==> src/rtl/snoop_cache_pkg.sv <==
`timescale 1ns/1ps
package snoop_cache_pkg;

    typedef enum logic [1:0] {
        CS_IDLE  = 2'd0,
        CS_FILL  = 2'd1,
        CS_WRITE = 2'd2
    } cache_state_e;

    // Replacement choice: an empty way first (way 0 before way 1), else the LRU way.
    function automatic logic pick_victim(input logic [1:0] live, input logic lru_way);
        if (!live[0]) return 1'b0;
        if (!live[1]) return 1'b1;
        return lru_way;
    endfunction

endpackage

==> src/rtl/sc_tag_store.sv <==
`timescale 1ns/1ps
module sc_tag_store
    import snoop_cache_pkg::*;
#(
    parameter int IDXW = 4,
    parameter int TAGW = 6
) (
    input  logic            clk,
    input  logic            rst,
    input  logic [IDXW-1:0] lk_idx,
    input  logic [TAGW-1:0] lk_tag,
    input  logic            sn_we,
    input  logic [IDXW-1:0] sn_idx,
    input  logic [TAGW-1:0] sn_tag,
    input  logic            touch_en,
    input  logic            touch_way,
    input  logic            alloc_en,
    input  logic            alloc_way,
    input  logic            fill_en,
    input  logic            fill_ok,
    input  logic [IDXW-1:0] fill_idx,
    input  logic            fill_way,
    output logic [1:0]      hit,
    output logic            victim
);
    localparam int SETS = 1 << IDXW;

    logic [SETS-1:0] vld_q [2];
    logic [TAGW-1:0] tag_q [2][SETS];
    logic [SETS-1:0] lru_q;
    logic [1:0]      sn_kill;
    logic [1:0]      live;

    // Snoop match is folded into the lookup valid bits so it wins in the same cycle.
    always_comb begin
        for (int w = 0; w < 2; w++) begin
            sn_kill[w] = sn_we && vld_q[w][sn_idx] && (tag_q[w][sn_idx] == sn_tag);
            live[w]    = vld_q[w][lk_idx] && !(sn_kill[w] && (sn_idx == lk_idx));
            hit[w]     = live[w] && (tag_q[w][lk_idx] == lk_tag);
        end
        victim = pick_victim(live, lru_q[lk_idx]);
    end

    always_ff @(posedge clk) begin
        if (rst) begin
            vld_q[0] <= '0;
            vld_q[1] <= '0;
            lru_q    <= '0;
        end else begin
            for (int w = 0; w < 2; w++) begin
                if (sn_kill[w]) vld_q[w][sn_idx] <= 1'b0;
            end
            if (alloc_en)           vld_q[alloc_way][lk_idx] <= 1'b0;
            if (fill_en && fill_ok) vld_q[fill_way][fill_idx] <= 1'b1;
            if (touch_en)           lru_q[lk_idx]   <= ~touch_way;
            if (fill_en)            lru_q[fill_idx] <= ~fill_way;
        end
    end

    always_ff @(posedge clk) begin
        if (alloc_en) tag_q[alloc_way][lk_idx] <= lk_tag;
    end

    generate
        for (genvar g = 0; g < 2; g++) begin : g_way_chk
            AST_SNOOP_DROPS_LINE: assert property (@(posedge clk) disable iff (rst)
                sn_kill[g] |=> !vld_q[g][$past(sn_idx)]);
        end
    endgenerate

    AST_SINGLE_WAY_HIT: assert property (@(posedge clk) disable iff (rst)
        $onehot0(hit));

endmodule

==> src/rtl/sc_data_store.sv <==
`timescale 1ns/1ps
module sc_data_store #(
    parameter int IDXW = 4,
    parameter int OFFW = 2,
    parameter int DW   = 32
) (
    input  logic            clk,
    input  logic            wr_en,
    input  logic            wr_way,
    input  logic [IDXW-1:0] wr_idx,
    input  logic [OFFW-1:0] wr_off,
    input  logic [DW-1:0]   wr_data,
    input  logic            rd_way,
    input  logic [IDXW-1:0] rd_idx,
    input  logic [OFFW-1:0] rd_off,
    output logic [DW-1:0]   rd_data
);
    localparam int DEPTH = 2 << (IDXW + OFFW);

    logic [DW-1:0] word_q [DEPTH];

    always_ff @(posedge clk) begin
        if (wr_en) word_q[{wr_way, wr_idx, wr_off}] <= wr_data;
    end

    assign rd_data = word_q[{rd_way, rd_idx, rd_off}];

endmodule

==> src/rtl/snoop_cache.sv <==
`timescale 1ns/1ps
module snoop_cache
    import snoop_cache_pkg::*;
#(
    parameter int AW   = 12,
    parameter int IDXW = 4,
    parameter int OFFW = 2,
    parameter int DW   = 32
) (
    input  logic          clk,
    input  logic          rst,
    input  logic          cpu_req,
    input  logic          cpu_we,
    input  logic [AW-1:0] cpu_addr,
    input  logic [DW-1:0] cpu_wdata,
    output logic          cpu_ready,
    output logic [DW-1:0] cpu_rdata,
    output logic          mem_req,
    output logic          mem_we,
    output logic [AW-1:0] mem_addr,
    output logic [DW-1:0] mem_wdata,
    input  logic          mem_ack,
    input  logic [DW-1:0] mem_rdata,
    input  logic          snp_we,
    input  logic [AW-1:0] snp_addr
);
    localparam int TAGW = AW - IDXW - OFFW;

    typedef struct packed {
        logic [TAGW-1:0] tag;
        logic [IDXW-1:0] idx;
        logic [OFFW-1:0] off;
    } waddr_t;

    waddr_t          cpu_a, snp_a;
    cache_state_e    state_q;
    logic [TAGW-1:0] fill_tag_q;
    logic [IDXW-1:0] fill_idx_q;
    logic            fill_way_q;
    logic [OFFW-1:0] beat_q;
    logic            fill_dead_q;
    logic [AW-1:0]   wr_addr_q;
    logic [DW-1:0]   wr_data_q;

    logic [1:0]      hit;
    logic            victim, any_hit, hit_way;
    logic            idle_take, sn_on_fill, last_beat;
    logic            dwr_en, dwr_way;
    logic [IDXW-1:0] dwr_idx;
    logic [OFFW-1:0] dwr_off;
    logic [DW-1:0]   dwr_data;
    logic            unused_snp_off;

    assign cpu_a          = waddr_t'(cpu_addr);
    assign snp_a          = waddr_t'(snp_addr);
    assign unused_snp_off = ^snp_a.off;
    assign any_hit        = |hit;
    assign hit_way        = hit[1];
    assign idle_take      = (state_q == CS_IDLE) && cpu_req;
    assign sn_on_fill     = snp_we && (snp_a.idx == fill_idx_q) && (snp_a.tag == fill_tag_q);
    assign last_beat      = (state_q == CS_FILL) && mem_ack && (&beat_q);

    sc_tag_store #(.IDXW(IDXW), .TAGW(TAGW)) u_tags (
        .clk       (clk),
        .rst       (rst),
        .lk_idx    (cpu_a.idx),
        .lk_tag    (cpu_a.tag),
        .sn_we     (snp_we),
        .sn_idx    (snp_a.idx),
        .sn_tag    (snp_a.tag),
        .touch_en  (idle_take && !cpu_we && any_hit),
        .touch_way (hit_way),
        .alloc_en  (idle_take && !cpu_we && !any_hit),
        .alloc_way (victim),
        .fill_en   (last_beat),
        .fill_ok   (!fill_dead_q && !sn_on_fill),
        .fill_idx  (fill_idx_q),
        .fill_way  (fill_way_q),
        .hit       (hit),
        .victim    (victim)
    );

    // One write port: fill beats in FILL, write-through hits in IDLE.
    always_comb begin
        if (state_q == CS_FILL) begin
            dwr_en   = mem_ack;
            dwr_way  = fill_way_q;
            dwr_idx  = fill_idx_q;
            dwr_off  = beat_q;
            dwr_data = mem_rdata;
        end else begin
            dwr_en   = idle_take && cpu_we && any_hit;
            dwr_way  = hit_way;
            dwr_idx  = cpu_a.idx;
            dwr_off  = cpu_a.off;
            dwr_data = cpu_wdata;
        end
    end

    sc_data_store #(.IDXW(IDXW), .OFFW(OFFW), .DW(DW)) u_data (
        .clk     (clk),
        .wr_en   (dwr_en),
        .wr_way  (dwr_way),
        .wr_idx  (dwr_idx),
        .wr_off  (dwr_off),
        .wr_data (dwr_data),
        .rd_way  (hit_way),
        .rd_idx  (cpu_a.idx),
        .rd_off  (cpu_a.off),
        .rd_data (cpu_rdata)
    );

    always_comb begin
        cpu_ready = 1'b0;
        mem_req   = 1'b0;
        mem_we    = 1'b0;
        mem_addr  = '0;
        mem_wdata = '0;
        case (state_q)
            CS_IDLE:  cpu_ready = cpu_req && !cpu_we && any_hit;
            CS_FILL: begin
                mem_req  = 1'b1;
                mem_addr = {fill_tag_q, fill_idx_q, {OFFW{1'b0}}};
            end
            CS_WRITE: begin
                mem_req   = 1'b1;
                mem_we    = 1'b1;
                mem_addr  = wr_addr_q;
                mem_wdata = wr_data_q;
                cpu_ready = mem_ack;
            end
            default: ;
        endcase
    end

    always_ff @(posedge clk) begin
        if (rst) begin
            state_q     <= CS_IDLE;
            fill_tag_q  <= '0;
            fill_idx_q  <= '0;
            fill_way_q  <= 1'b0;
            beat_q      <= '0;
            fill_dead_q <= 1'b0;
            wr_addr_q   <= '0;
            wr_data_q   <= '0;
        end else begin
            case (state_q)
                CS_IDLE: begin
                    if (cpu_req && cpu_we) begin
                        state_q   <= CS_WRITE;
                        wr_addr_q <= cpu_addr;
                        wr_data_q <= cpu_wdata;
                    end else if (cpu_req && !any_hit) begin
                        state_q     <= CS_FILL;
                        fill_tag_q  <= cpu_a.tag;
                        fill_idx_q  <= cpu_a.idx;
                        fill_way_q  <= victim;
                        beat_q      <= '0;
                        fill_dead_q <= 1'b0;
                    end
                end
                CS_FILL: begin
                    if (sn_on_fill) fill_dead_q <= 1'b1;
                    if (mem_ack) begin
                        beat_q <= beat_q + 1'b1;
                        if (&beat_q) state_q <= CS_IDLE;
                    end
                end
                CS_WRITE: begin
                    if (mem_ack) state_q <= CS_IDLE;
                end
                default: state_q <= CS_IDLE;
            endcase
        end
    end

    AST_READY_NEEDS_REQ: assert property (@(posedge clk) disable iff (rst)
        cpu_ready |-> cpu_req);

    AST_FILL_HELD: assert property (@(posedge clk) disable iff (rst)
        (mem_req && !mem_we && !mem_ack) |=> (mem_req && $stable(mem_addr)));

    AST_WRITE_PASSES: assert property (@(posedge clk) disable iff (rst)
        (state_q == CS_IDLE && cpu_req && cpu_we) |=>
            (mem_req && mem_we && mem_addr == $past(cpu_addr) && mem_wdata == $past(cpu_wdata)));

    AST_RESET_QUIET: assert property (@(posedge clk)
        $past(rst) |-> (!mem_req && !cpu_ready));

endmodule

==> config.mk <==
export PLATFORM = sky130hd
export DESIGN_NAME = snoop_cache
export DESIGN_NICKNAME = d
export VERILOG_FILES = /design/src/rtl/snoop_cache_pkg.sv /design/src/rtl/sc_tag_store.sv /design/src/rtl/sc_data_store.sv /design/src/rtl/snoop_cache.sv
export SDC_FILE = /design/constraint.sdc
export NUM_CORES = 2
export LEC_CHECK = 0
export ABC_CLOCK_PERIOD_IN_PS = 11600
export BUFFER_PORTS_ARGS = -buffer_cell sky130_fd_sc_hd__buf_2
export CORE_ASPECT_RATIO = 0.6
export CORE_MARGIN = 1
export CORE_UTILIZATION = 25
export CTS_BUF_LIST = sky130_fd_sc_hd__clkbuf_16
export CTS_CLUSTER_SIZE = 40
export DETAILED_ROUTE_END_ITERATION = 8
export PLACE_DENSITY = 0.34
export SETUP_SLACK_MARGIN = 0.02
export SLEW_MARGIN = 20
export SYNTH_ARGS = -nofsm -noshare
export SYNTH_HDL_FRONTEND = slang
export SYNTH_MEMORY_MAX_BITS = 65536
export SYNTH_SLANG_ARGS = --single-unit
==> constraint.sdc <==
create_clock -name clk -period 11.6 [get_ports clk]
set_clock_uncertainty 0.2 [all_clocks]
set_input_delay 1.16 -clock clk [delete_from_list [all_inputs] [get_ports clk]]
set_output_delay 1.16 -clock clk [all_outputs]
set_load 0.05 [all_outputs]
==> metrics.md <==
| Metric | Value |
|---|---|
| Largest net degree at the start of global routing | between 80 and 90 |
| Sw Ratio | 0.246 |
| Vias per inst | 5.01 |
| Most used DFF post-synth | edfxtp_1 |
| Outcome | completed |
| Top-count cell post-synth | edfxtp_1 |
| Buf+Inv Stages, Crit Path | 3 |
| # nets final | between 8000 and 9000 |
| Critical path data required time | around 10 ns |
| Die span in x | approximately 1.1 mm |
| CTS tree | yes |
| Design Power | around 35 mW |
| Crit path kind | input pin to output pin |
| Yosys top cell area share | 0.755 |
| Share of synthesized registers carrying an async set or reset | 0 |
| NetSw | 8.70 mW |
| R2r worst-path depth | 10 |
| Synth Net Count | between 7000 and 8000 |
| Initial DRC count | approximately 11000 |
| Total negative slack | 0 ns |
| DP Wirelength | roughly 400 mm |
| Post-CTS Hold Fix Bufs | 0 |
| Most used cell, CP | buf_4 |
| Design Area, Final | 201000 um^2 |
| Via count | 89900 |
| Hold WC Path Type | input pin to register |
| Vias in the first global route | around 90000 |
| # H-tree levels | 5 |
| # setup viols final | 0 |
| Hold Path Stages | 3 |
| Syn Inst Count | about 8000 |
| Share of cells above drive strength 1 | 0.298 |
| Placed Instance Area | approximately 190000 um^2 |
| Finished Core Util | 0.294 |
| Synth top area cells | edfxtp_1 76%, mux4_2 16%, a22oi_1 1.1% |
| Synth area leader | edfxtp_1 |
| Worst path max stage delay | around 0.72 ns |
| Hold Path Sink | wr_data_q[26]$_SDFFE_PP0P_ |
| Final GP Congestion | slightly below 0.8 |
| Port bufs | 170 |
| Row cnt | 235 |
| Root Buffer | clkbuf_16 |
| Worst slew pin tran | about 1.3 ns |
| R2R setup slack | a little under 5 ns |
| Clock tree sinks | 4396 |
| First-pass DRT Iterations | 6 |
| Max_cap viols | 0 |
| Worst R2R End | u_data.word_q[49][12]$_DFFE_PP_ |
| Routed WL | approximately 680 mm |
| CTS max path bufs | 5 |
| Reg2reg start | u_tags.tag_q[1][82]$_DFFE_PP_ |
| Leakage | about 61 nW |
| Seq/Total Area, Yosys | 0.764 |
| Register bit total from synthesis | ~4400 |
| Core area | 684000 um^2 |
| Routed Antenna Nets | 0 |
| Crit share post-route | 0.720 |
| Seq pwr share | 0.511 |
| RSZ-0062 raised after global routing | false |
| Die Span Y | 644 um |
| Mapped Avg Cell Area | between 20 and 25 um^2 |
| Drt drc | 0 |
| Hold Vio Cnt, Final | 0 |
| Max VDD drop | between 0.1 and 0.15 mV |
| Cell breakdown of the critical path | buf_4 > mux4_1 > mux2i_1 > xor2_1 > a41o_1 > or4b_1 > nand2_4 > buf_4 > a2111oi_0 > a21oi_1 > buf_2 |
| Post-Syn Area | between 150000 and 200000 um^2 |
| Crit path max fanout | 35 |
| Total CTS buffers | approximately 460 |
| Initial core utilization | 0.251 |
| Hold Worst Slack | between 0.15 and 0.2 ns |
| First-pass GRT wire length | approximately 900 mm |
| GRT Residual Overflow | 0 |
| Slew margin rel. | 0.125 |
| Setup Fix Bufs, Post-CTS | 0 |
| Synth unique cells | 80 |
| FMAX | about 120 MHz |
| Logic pwr share | 0.086 |
| Total track usage | 0.193 |
| Layout area overhead | 16.9% |
| Initial antenna violation count | between 80 and 90 |
| Hold_sp | cpu_wdata[26] |
| Max Slew Vio Count | 0 |
| Worst-skew pair later-pin latency | roughly 1.1 ns |
| Worst setup SP type | input pin |
| Clock group share of total power | 0.404 |
| Int Pwr | ~27 mW |
| Worst endpoint data arrival time | roughly 7 ns |
| Die area | 690000 um^2 |
| Post-synth EDFFs | between 4000 and 5000 |
| Clock slew at reported path FFs | ~0.070 ns |
| Commonest cells in the netlist | 4320 x edfxtp_1, 1210 x mux4_2, 296 x nand2_1, 293 x clkbuf_1, 249 x a22oi_1 |
| Yosys warnings | 0 |
| Period minus WS final | between 8 and 9 ns |
| DR WL/cell | around 38 um |
| CP endpoint kind | output pin |
| Post-CTS resize count | 0 |
| Crit-path leading delay family | simple AND/OR/NAND/NOR gates |
| PD cells | between 150 and 200 nW/um^2 |
| Num ports | between 150 and 200 |
| Slowest cell on crit path | or4b_1 |
-- tightest hold or removal path: stages --
cell and delay [ns]:
buf_2 0.11, nand2_1 0.05, a21oi_1 0.05
-- placed cells by master, fill, tap and decap left out, types with 117 or more instances in the layout --
cell type,count
buf_4,374
a21oi_1,141
clkinv_1,117
mux2i_1,132
nand2_1,295
inv_1,122
edfxtp_1,4320
nor2_1,137
mux4_2,1210
buf_2,161
clkbuf_16,467
a22oi_1,248
-- area by class of cell --
class | count | area, um^2
Tap cell | 9124 | 11400
Inverter | 14 | 65.1
Clock inverter | 342 | 2250
Timing Repair Buffer | 568 | 4240
Antenna cell | 22 | 55.1
Fill cell | 66400 | 483000
Clock buffer | 467 | 11700
Multi-Input combinational cell | 2990 | 39800
Sequential cell | 4396 | 131000
-- power groups by stage --
| stage | logic (mW) | registers [mW] | clock network, mW |
|---|---|---|---|
| 2_1_floorplan | 1.41 | 18.4 | 0 |
| 3_3_place_gp | 3.01 | 18.4 | 0 |
| 3_5_place_dp | 3.08 | 18.4 | 0 |
| 4_1_cts | 3.08 | 18.0 | 14.6 |
| 5_1_grt | 3.17 | 18.0 | 15.2 |
| 6_report | 3.02 | 18.0 | 14.3 |
-- per-layer routing --
layer,wire (um),GRT usage,vias up,share of wire
met2,293000,0.284,3212,0.43
met4,12000,0.0326,4,0.018
met5,31,0,-,0.000046
met1,335000,0.299,51300,0.49
li1,-,-,34600,-
met3,40100,0.0324,679,0.059
-- stage by stage --
step / worst slack, ns / instances
floorplan: 3.68 / 7885
global placement: 3.13 / 17100
detailed placement: 3.08 / 17100
CTS: 3.07 / 17900
global route: 2.92 / 17900
finish: 3.25 / 17900
-- sequential cells by signal, indices dropped and copies added, names as in the netlist --
| register | cells |
|---|---|
| fill_tag_q | 6 |
| u_tags.lru_q | 16 |
| wr_addr_q | 12 |
| fill_dead_q | 1 |
| fill_way_q | 1 |
| fill_idx_q | 4 |
| state_q | 2 |
| u_tags.vld_q | 32 |
| wr_data_q | 32 |
| beat_q | 2 |
| u_data.word_q | 4096 |
| u_tags.tag_q | 192 |
-- cell families (layout without fill, tap and decap cells) --
group / count (synthesis) / count (layout) / synth area share
xor gates and xnor gates: 47 / 47 / 0.00240
AOI/OAI and AO/OA: 702 / 702 / 0.0284
and+or+nand+nor: 848 / 848 / 0.0229
buffers and inverters: 499 / 1391 / 0.0120
DFF: 4396 / 4396 / 0.764
other: 0 / 22 / 0
adders and majority gates: 4 / 4 / 0.000291
muxes: 1389 / 1389 / 0.170
-- worst max-delay path by stage --
| stage | startpoint | to | slack [ns] | cells past startpoint |
|---|---|---|---|---|
| after floorplan | cpu_addr[3] | u_data.word_q[110][0]$_DFFE_PP_ | 3.68 | 12 |
| after global placement | snp_addr[3] | cpu_rdata[3] | 3.13 | 11 |
| after detailed placement | snp_addr[3] | cpu_rdata[3] | 3.08 | 11 |
| after CTS | snp_addr[3] | cpu_rdata[3] | 3.07 | 11 |
| after global routing | snp_addr[3] | cpu_rdata[3] | 2.92 | 11 |
| final | snp_addr[3] | cpu_rdata[3] | 3.25 | 11 |
(Power assumes the default switching activity.)
